**src/rtl/itk_pkg.sv**
```systemverilog
package itk_pkg;

    localparam int unsigned ITK_W    = 8;
    localparam int unsigned ITK_LO_W = 2;

    typedef enum logic [1:0] {
        ST_IDLE  = 2'd0,
        ST_PEND  = 2'd1,
        ST_LIVE  = 2'd2,
        ST_BLOCK = 2'd3
    } itk_state_e;

endpackage

```
**src/rtl/itk_pack.sv**
```systemverilog
module itk_pack #(
    parameter int unsigned IT_W = 8,
    parameter int unsigned LO_W = 2,
    localparam int unsigned HI_W = IT_W - LO_W
) (
    input  logic [HI_W-1:0] hi_i,
    input  logic [LO_W-1:0] lo_i,
    output logic [IT_W-1:0] it_o
);
    // Upper field fills the top bits, lower field the bottom bits.
    assign it_o = {hi_i, lo_i};
endmodule

```
**src/rtl/itk_step.sv**
```systemverilog
module itk_step #(
    parameter int unsigned IT_W = 8,
    localparam int unsigned TAIL_W = 3,
    localparam int unsigned SHF_W  = IT_W - TAIL_W
) (
    input  logic [IT_W-1:0] cur_i,
    output logic [IT_W-1:0] nxt_o,
    output logic            done_o
);
    // The block ends when the low mask bits hold no further instruction.
    assign done_o = (cur_i[TAIL_W-1:0] == '0);

    always_comb begin
        if (done_o) begin
            nxt_o = '0;
        end else begin
            nxt_o = {cur_i[IT_W-1:SHF_W], cur_i[SHF_W-2:0], 1'b0};
        end
    end
endmodule

```
**src/rtl/itk_tracker.sv**
```systemverilog
module itk_tracker
    import itk_pkg::*;
#(
    parameter int unsigned IT_W = itk_pkg::ITK_W,
    parameter int unsigned LO_W = itk_pkg::ITK_LO_W,
    localparam int unsigned HI_W = IT_W - LO_W,
    localparam int unsigned NIB_W = IT_W / 2
) (
    input  logic            clk_i,
    input  logic            rst_ni,
    input  logic            adv_i,
    input  logic            redir_i,
    input  logic            redir_sr_i,
    input  logic [HI_W-1:0] sr_it_hi_i,
    input  logic [LO_W-1:0] sr_it_lo_i,
    output logic [NIB_W-1:0] cond_o,
    output logic [NIB_W-1:0] mask_o,
    output logic            valid_o
);

    itk_state_e      state_q, state_d;
    logic [IT_W-1:0] it_q, it_d;
    logic [IT_W-1:0] forced_it;
    logic [IT_W-1:0] step_it;
    logic            step_done;

    itk_pack #(.IT_W(IT_W), .LO_W(LO_W)) u_pack (
        .hi_i (sr_it_hi_i),
        .lo_i (sr_it_lo_i),
        .it_o (forced_it)
    );

    itk_step #(.IT_W(IT_W)) u_step (
        .cur_i  (it_q),
        .nxt_o  (step_it),
        .done_o (step_done)
    );

    // Next state and next value; a redirect takes precedence over an advance.
    always_comb begin
        state_d = state_q;
        it_d    = it_q;
        if (redir_i) begin
            if (redir_sr_i) begin
                state_d = ST_PEND;
                it_d    = forced_it;
            end else begin
                state_d = ST_IDLE;
                it_d    = '0;
            end
        end else if (adv_i) begin
            unique case (state_q)
                ST_IDLE: begin
                    state_d = ST_IDLE;
                    it_d    = '0;
                end
                ST_PEND: begin
                    state_d = ST_LIVE;
                end
                ST_LIVE, ST_BLOCK: begin
                    if (step_done) begin
                        state_d = ST_IDLE;
                        it_d    = '0;
                    end else begin
                        state_d = ST_BLOCK;
                        it_d    = step_it;
                    end
                end
                default: begin
                    state_d = ST_IDLE;
                    it_d    = '0;
                end
            endcase
        end
    end

    // State register.
    always_ff @(posedge clk_i) begin
        if (!rst_ni) begin
            state_q <= ST_IDLE;
            it_q    <= '0;
        end else begin
            state_q <= state_d;
            it_q    <= it_d;
        end
    end

    // Outputs.
    always_comb begin
        cond_o  = it_q[IT_W-1:NIB_W];
        mask_o  = it_q[NIB_W-1:0];
        valid_o = (state_q == ST_LIVE) || (state_q == ST_BLOCK);
    end

endmodule

```
**config.mk**
```make
export PLATFORM = sky130hd
export DESIGN_NAME = itk_tracker
export DESIGN_NICKNAME = d
export VERILOG_FILES = /design/src/rtl/itk_pkg.sv /design/src/rtl/itk_pack.sv /design/src/rtl/itk_step.sv /design/src/rtl/itk_tracker.sv
export SDC_FILE = /design/constraint.sdc
export NUM_CORES = 1
export LEC_CHECK = 0
export ABC_AREA = 1
export BUFFER_PORTS_ARGS = -buffer_cell sky130_fd_sc_hd__buf_2
export CORE_AREA = 2 2 39 41
export DETAILED_ROUTE_END_ITERATION = 8
export DIE_AREA = 0 0 41 43
export PLACE_DENSITY = 0.75
export SKIP_LAST_GASP = 1
export SLEW_MARGIN = 10
export SYNTH_ARGS = -nofsm -noshare
export SYNTH_HDL_FRONTEND = slang
export SYNTH_SLANG_ARGS = --single-unit
```
**constraint.sdc**
```tcl
create_clock -name clk_i -period 1.75 [get_ports clk_i]
set_input_delay 0.35 -clock clk_i [delete_from_list [all_inputs] [get_ports clk_i]]
set_output_delay 0.35 -clock clk_i [all_outputs]
set_load 0.02 [all_outputs]
```
======== After elaboration in Yosys (flattened, before gate mapping) ========
Cells that the tools add are included.
operators by class
  muxes and demuxes ....................... 10
  equality and inequality tests ........... 4
  reductions and logical operators ........ 8
operators with widths
  operator                                                               number
  8-bit two-way mux                                                      4
  8-bit one-hot mux with 2 select lines                                  1
  2-bit two-way mux                                                      3
  2-bit one-hot mux with 3 select lines                                  1
  2-bit equality test, second input constant                             2
  3-bit logical NOT                                                      1
  3-bit != test, second input constant                                   1
  3-bit AND reduction                                                    1
  3-bit nonzero test                                                     1
  2-bit by 1-bit equality test with 1-bit output, second input constant  1
  2-bit logical NOT                                                      1
  2-bit AND reduction                                                    1
  2-bit nonzero test                                                     1
  2-bit OR reduction                                                     1
  1-bit logical OR                                                       1
  1-bit two-way mux                                                      1
word-level totals
  bits in registers ....................... 10
  output and inout port bits .............. 9
  input bits .............................. 13

======== Longest topological paths before layout ========
  word-level depth ........................ 5
  gate-level depth with buffers ........... 6
  mapped depth without buffers ............ 6

======== Modules after synthesis ========
A second synthesis with hierarchy kept.
second synthesis, totals
  cell total of the unflattened synthesis .. 127
  area total of the unflattened synthesis .. 757.0 um^2
by module, submodules not included
  module       area an instance (um^2)  instances  cells an instance
  itk_tracker  624.3                    1          103
  itk_step     72.6                     1          16
  itk_pack     60.1                     1          8

======== Worst setup path after synthesis ========
No wires, ideal clock.
  kind .................................... register -> register
  start ................................... register it_q[0]
  end ..................................... register state_q[1]
  required time ........................... 1,686 ps
  clock period less this slack ............ 929 ps
  buffers on the path ..................... 0
  stages on the path, launching flop included .. 7
  slack ................................... 821 ps
  data arrival time ....................... 865 ps
  cell sequence ........................... dfxtp_1 nor2_1 nand2_1 nand2_1 nand2_2 nand2_1 nor2_1
between the ends
  word-level cells in the longest chain between the ends .. 5
ends and longest elaborated chain
  element                                line               text
  from (decl)                            itk_tracker.sv:22  logic [IT_W-1:0] it_q, it_d;
  from (signal assigned)                 itk_tracker.sv:84  it_q <= it_d;
  3-bit logical NOT                      itk_step.sv:11     assign done_o = (cur_i[TAIL_W-1:0] == '0);
  2-bit two-way mux                      itk_tracker.sv:61  if (step_done) begin
  2-bit one-hot mux with 3 select lines  itk_tracker.sv:52  unique case (state_q)
  2-bit two-way mux                      itk_tracker.sv:51  end else if (adv_i) begin
  2-bit two-way mux                      itk_tracker.sv:43  if (redir_i) begin
  to (signal assigned)                   itk_tracker.sv:83  state_q <= state_d;
  to (decl)                              itk_tracker.sv:21  itk_state_e state_q, state_d;
No other way between the ends. The select of a mux whose other input is x is not followed.
A chain may end at the register's enable or synchronous reset.

======== Final worst setup path ========
  start ................................... register state_q[1]
  end ..................................... output valid_o
between the ends
  word-level cells in the longest chain between the ends .. 2
  elaborated cells between the ends (all ways) .. 3
  those cells by class .................... 2 x eq/ne; 1 x reduce/logical
ends and longest elaborated chain
  element               line               text
  2-bit equality test   itk_tracker.sv:92  valid_o = (state_q == ST_LIVE) || (state_q == ST_BLOCK);
  1-bit logical OR (*)  itk_tracker.sv:92
  to (decl)             itk_tracker.sv:18  output logic valid_o
Mark *: on every way between the ends. The rest lies on a longest branch, timed or not.

==> flow_summary_export.csv <==
group,metric,value,unit
worst_hold_path,timing.hold.worst.class,"input pin to flip-flop",
critical_path,rr_startpoint,"state_q[1]",
yosys,synthCells,73,
global_routing,globalRouteMet3Util,3.66,%
timing,rsz0062_at_grt,"no",
power,vdd_drop_max,0.405,mV
cts,clock-sinks,10,
drt,drt-total-wl,1030,µm
die,core_area,1380,µm²
yosys,mappedNetlistArea,474,µm²
global_routing,grt-busiest-layer,"met2",
drt,final_antenna_net_count,0,
timing,final.period_utilization,66.4,%
timing,number_of_pins_exceeding_their_max_slew_limit_in_the_final_report,0,
power,power_density,767,nW/µm²
global_routing,gr-usage-all-layers,12.8,%
cts,post_cts_resized,0,
timing,final.setup_skew,0.000184,ns
drt,drt-wirelength-per-cell,9.27,µm
cts,post-cts-setup-buffer-count,0,
critical_path,critPathLaunchType,"flip-flop",
critical_path,worst_path_dominant_cell_family,"flip-flops",
global_routing,grt_antenna_before_repair,0,
critical_path,setup.worst_path.end,"valid_o",
global_routing,grt-ovfl-total,0,
timing,final.setup.worst_slack,0.589,ns
cts,clkLatencyLatePin,0.26,ns
critical_path,cp_depth,1,
global_routing,met2_usage,18.4,%
yosys,synth_async_sr_flop_share,0,%
drt,dr_total_vias,505,
timing,hold_viol_final,0,
critical_path,critPathArrivalTime,0.81,ns
timing,timing.final.crit_period,1.16,ns
placement,place.gp.congestion,0.801,
cts,tritoncts,"built",
placement,dpl.hpwl,809,µm
critical_path,crit_type,"flip-flop to output pin",
critical_path,worst_setup_path_end_kind,"output pin",
global_routing,grt_first_pass_wirelength,1560,µm
die,die_height,43,µm
drt,drt_drc_violations_left,0,
placement,preCtsSetupSlack,0.597,ns
critical_path,reg2reg_to,"it_q[5]",
cts,cts_max_path_buffers,2,
cts,cts_hold_buffers,0,
layout,fillers,158,
global_routing,pin_count_of_the_biggest_net_entering_global_routing,10,
yosys,synthMostInstantiatedCell,"sky130_fd_sc_hd__nand2_1",
global_routing,grt.met1_usage,17.0,%
critical_path,startpoint,"state_q[1]",
layout,num_antenna_cells,0,
power,static_leak,0.000323,µW
yosys,yosys.area.top_type_share,42.2,%
timing,setup_total_negative_slack,0,ns
yosys,avgSynthCellArea,6.50,µm²
cts,clock-root-buffer,"sky130_fd_sc_hd__clkbuf_4",
yosys,yosys-top-cells-count,"sky130_fd_sc_hd__nand2_1, sky130_fd_sc_hd__dfxtp_1, sky130_fd_sc_hd__nand3_1, sky130_fd_sc_hd__nor2_1",
job,cap_violations,0,
yosys,ys_ff_latch,10,
critical_path,slowest_delay,0.37,ns
layout,fin_nets,110,
yosys,count_of_flip_flops_with_a_built_in_enable_after_synthesis,0,
drt,detail_route.first_pass.iterations,4,
critical_path,timing.critical_path.slowest_stage_cell,"sky130_fd_sc_hd__dfxtp_1",
die,design.die.area,1760,µm²
critical_path,critPathRequiredTime,1.40,ns
layout,fraction_of_layout_cells_with_a_size_suffix_above_1,31.6,%
die,die_w,41,µm
critical_path,timing.reg2reg.setup_slack,0.73,ns
yosys,synth-seq-area-share,42.2,%
timing,transition_time_of_the_tightest_slew_check_pin,0.217,ns
placement,place.port_buffers,21,
cts,cts-htree-levels,1,
die,placement_rows,14,
yosys,synth_area_leaders,"sky130_fd_sc_hd__dfxtp_1, sky130_fd_sc_hd__nand2_1, sky130_fd_sc_hd__nand3_1",
timing,fmaxAchievable,861,MHz
die,initial_utilization,34.3,%
drt,drt-vias-per-instance,4.55,
yosys,synth_top_cell_by_area,"sky130_fd_sc_hd__dfxtp_1",
status,run_status,"completed",
yosys,synthFlopType,"sky130_fd_sc_hd__dfxtp_1",
worst_hold_path,cells_on_worst_hold_path,3,
global_routing,first_global_vias,413,
yosys,yosysUniqueCellTypes,12,
cts,cts_buffers,3,
critical_path,r2r_cells,5,
yosys,synth_nets,86,
critical_path,crit_fanout,4,
layout,syn_to_final_growth,29.6,%
timing,maxSlewHeadroom,85.5,%
timing,fin_worst_hold_slack,0.307,ns
critical_path,cp_buf_inv_count,1,
cts,clkSlewWorstSetupHoldPaths,0.06,ns
yosys,yosysWarnings,0,
die,floorplan.io_pins,22,
critical_path,critical_path.cell_chain,"buf_2",
timing,timing.final.setup_violations,0,
drt,drt_iter0_markers,10,
flip-flops by register name, summed over array words and instances (netlist names):
| name | flops |
|---|---|
| it_q | 8 |
| state_q | 2 |
routing by layer:
metal | vias up | wire, µm
li1 | 270 | -
met1 | 218 | 483
met2 | 17 | 467
met3 | 0 | 78
met4 | 0 | 0
met5 | - | 0
cell usage in the layout (no fill, tap or decap):
cell type                  Yosys  final
sky130_fd_sc_hd__dfxtp_1      10     10
sky130_fd_sc_hd__a21oi_2       1      1
sky130_fd_sc_hd__clkbuf_4      0      3
sky130_fd_sc_hd__inv_2         1      1
sky130_fd_sc_hd__nor2_1        7      7
sky130_fd_sc_hd__nor2_2        1      1
sky130_fd_sc_hd__buf_2         0     21
sky130_fd_sc_hd__nor2_4        1      1
sky130_fd_sc_hd__nand2_1      28     28
sky130_fd_sc_hd__a21oi_1       6      6
sky130_fd_sc_hd__inv_1         6      6
sky130_fd_sc_hd__nand3_1       8      8
sky130_fd_sc_hd__nand2_2       2      2
layout make-up:
class | instances | area, µm² | share of cell area, %
multi-input cells | 54 | 240 | 39.1
flip-flops and latches | 10 | 200 | 32.6
repair buffers | 21 | 105 | 17.1
inverters | 7 | 26.3 | 4.28
clock buffers | 3 | 22.5 | 3.67
well taps | 16 | 20.0 | 3.26
through the flow:
step                total power (µW)  utilization (%)  cell area (µm²)  cells
global route                     497             44.4              614    111
detailed placement               325             42.8              592    108
global placement                 324             42.8              592    108
CTS                              476             44.4              614    111
floorplan                        296                -              474     73
finish                           471             44.4              614    111
worst min-delay path by stage:
stage          slack (ns)     startpoint  endpoint
6_report             0.31  sr_it_hi_i[4]   it_q[6]
5_1_grt              0.31  sr_it_hi_i[3]   it_q[5]
4_1_cts              0.30  sr_it_hi_i[5]   it_q[7]
3_5_place_dp         0.45        it_q[6]   it_q[6]
3_3_place_gp         0.45        it_q[6]   it_q[6]
2_1_floorplan        0.49  sr_it_hi_i[3]   it_q[5]
kinds of logic after synthesis:
family | Yosys count | synth area share (%)
flip-flops | 10 | 42.2
buffers and inverters | 9 | 7.12
AO/OA/AOI/OAI | 7 | 8.18
AND/OR/NAND/NOR | 47 | 42.5
where the power goes:
part	switching, µW	internal [µW]
sequential	6.51	237
clock	72.5	79.2
combinational	47.7	28.6
total	127	345
(Power assumes the default switching activity.)
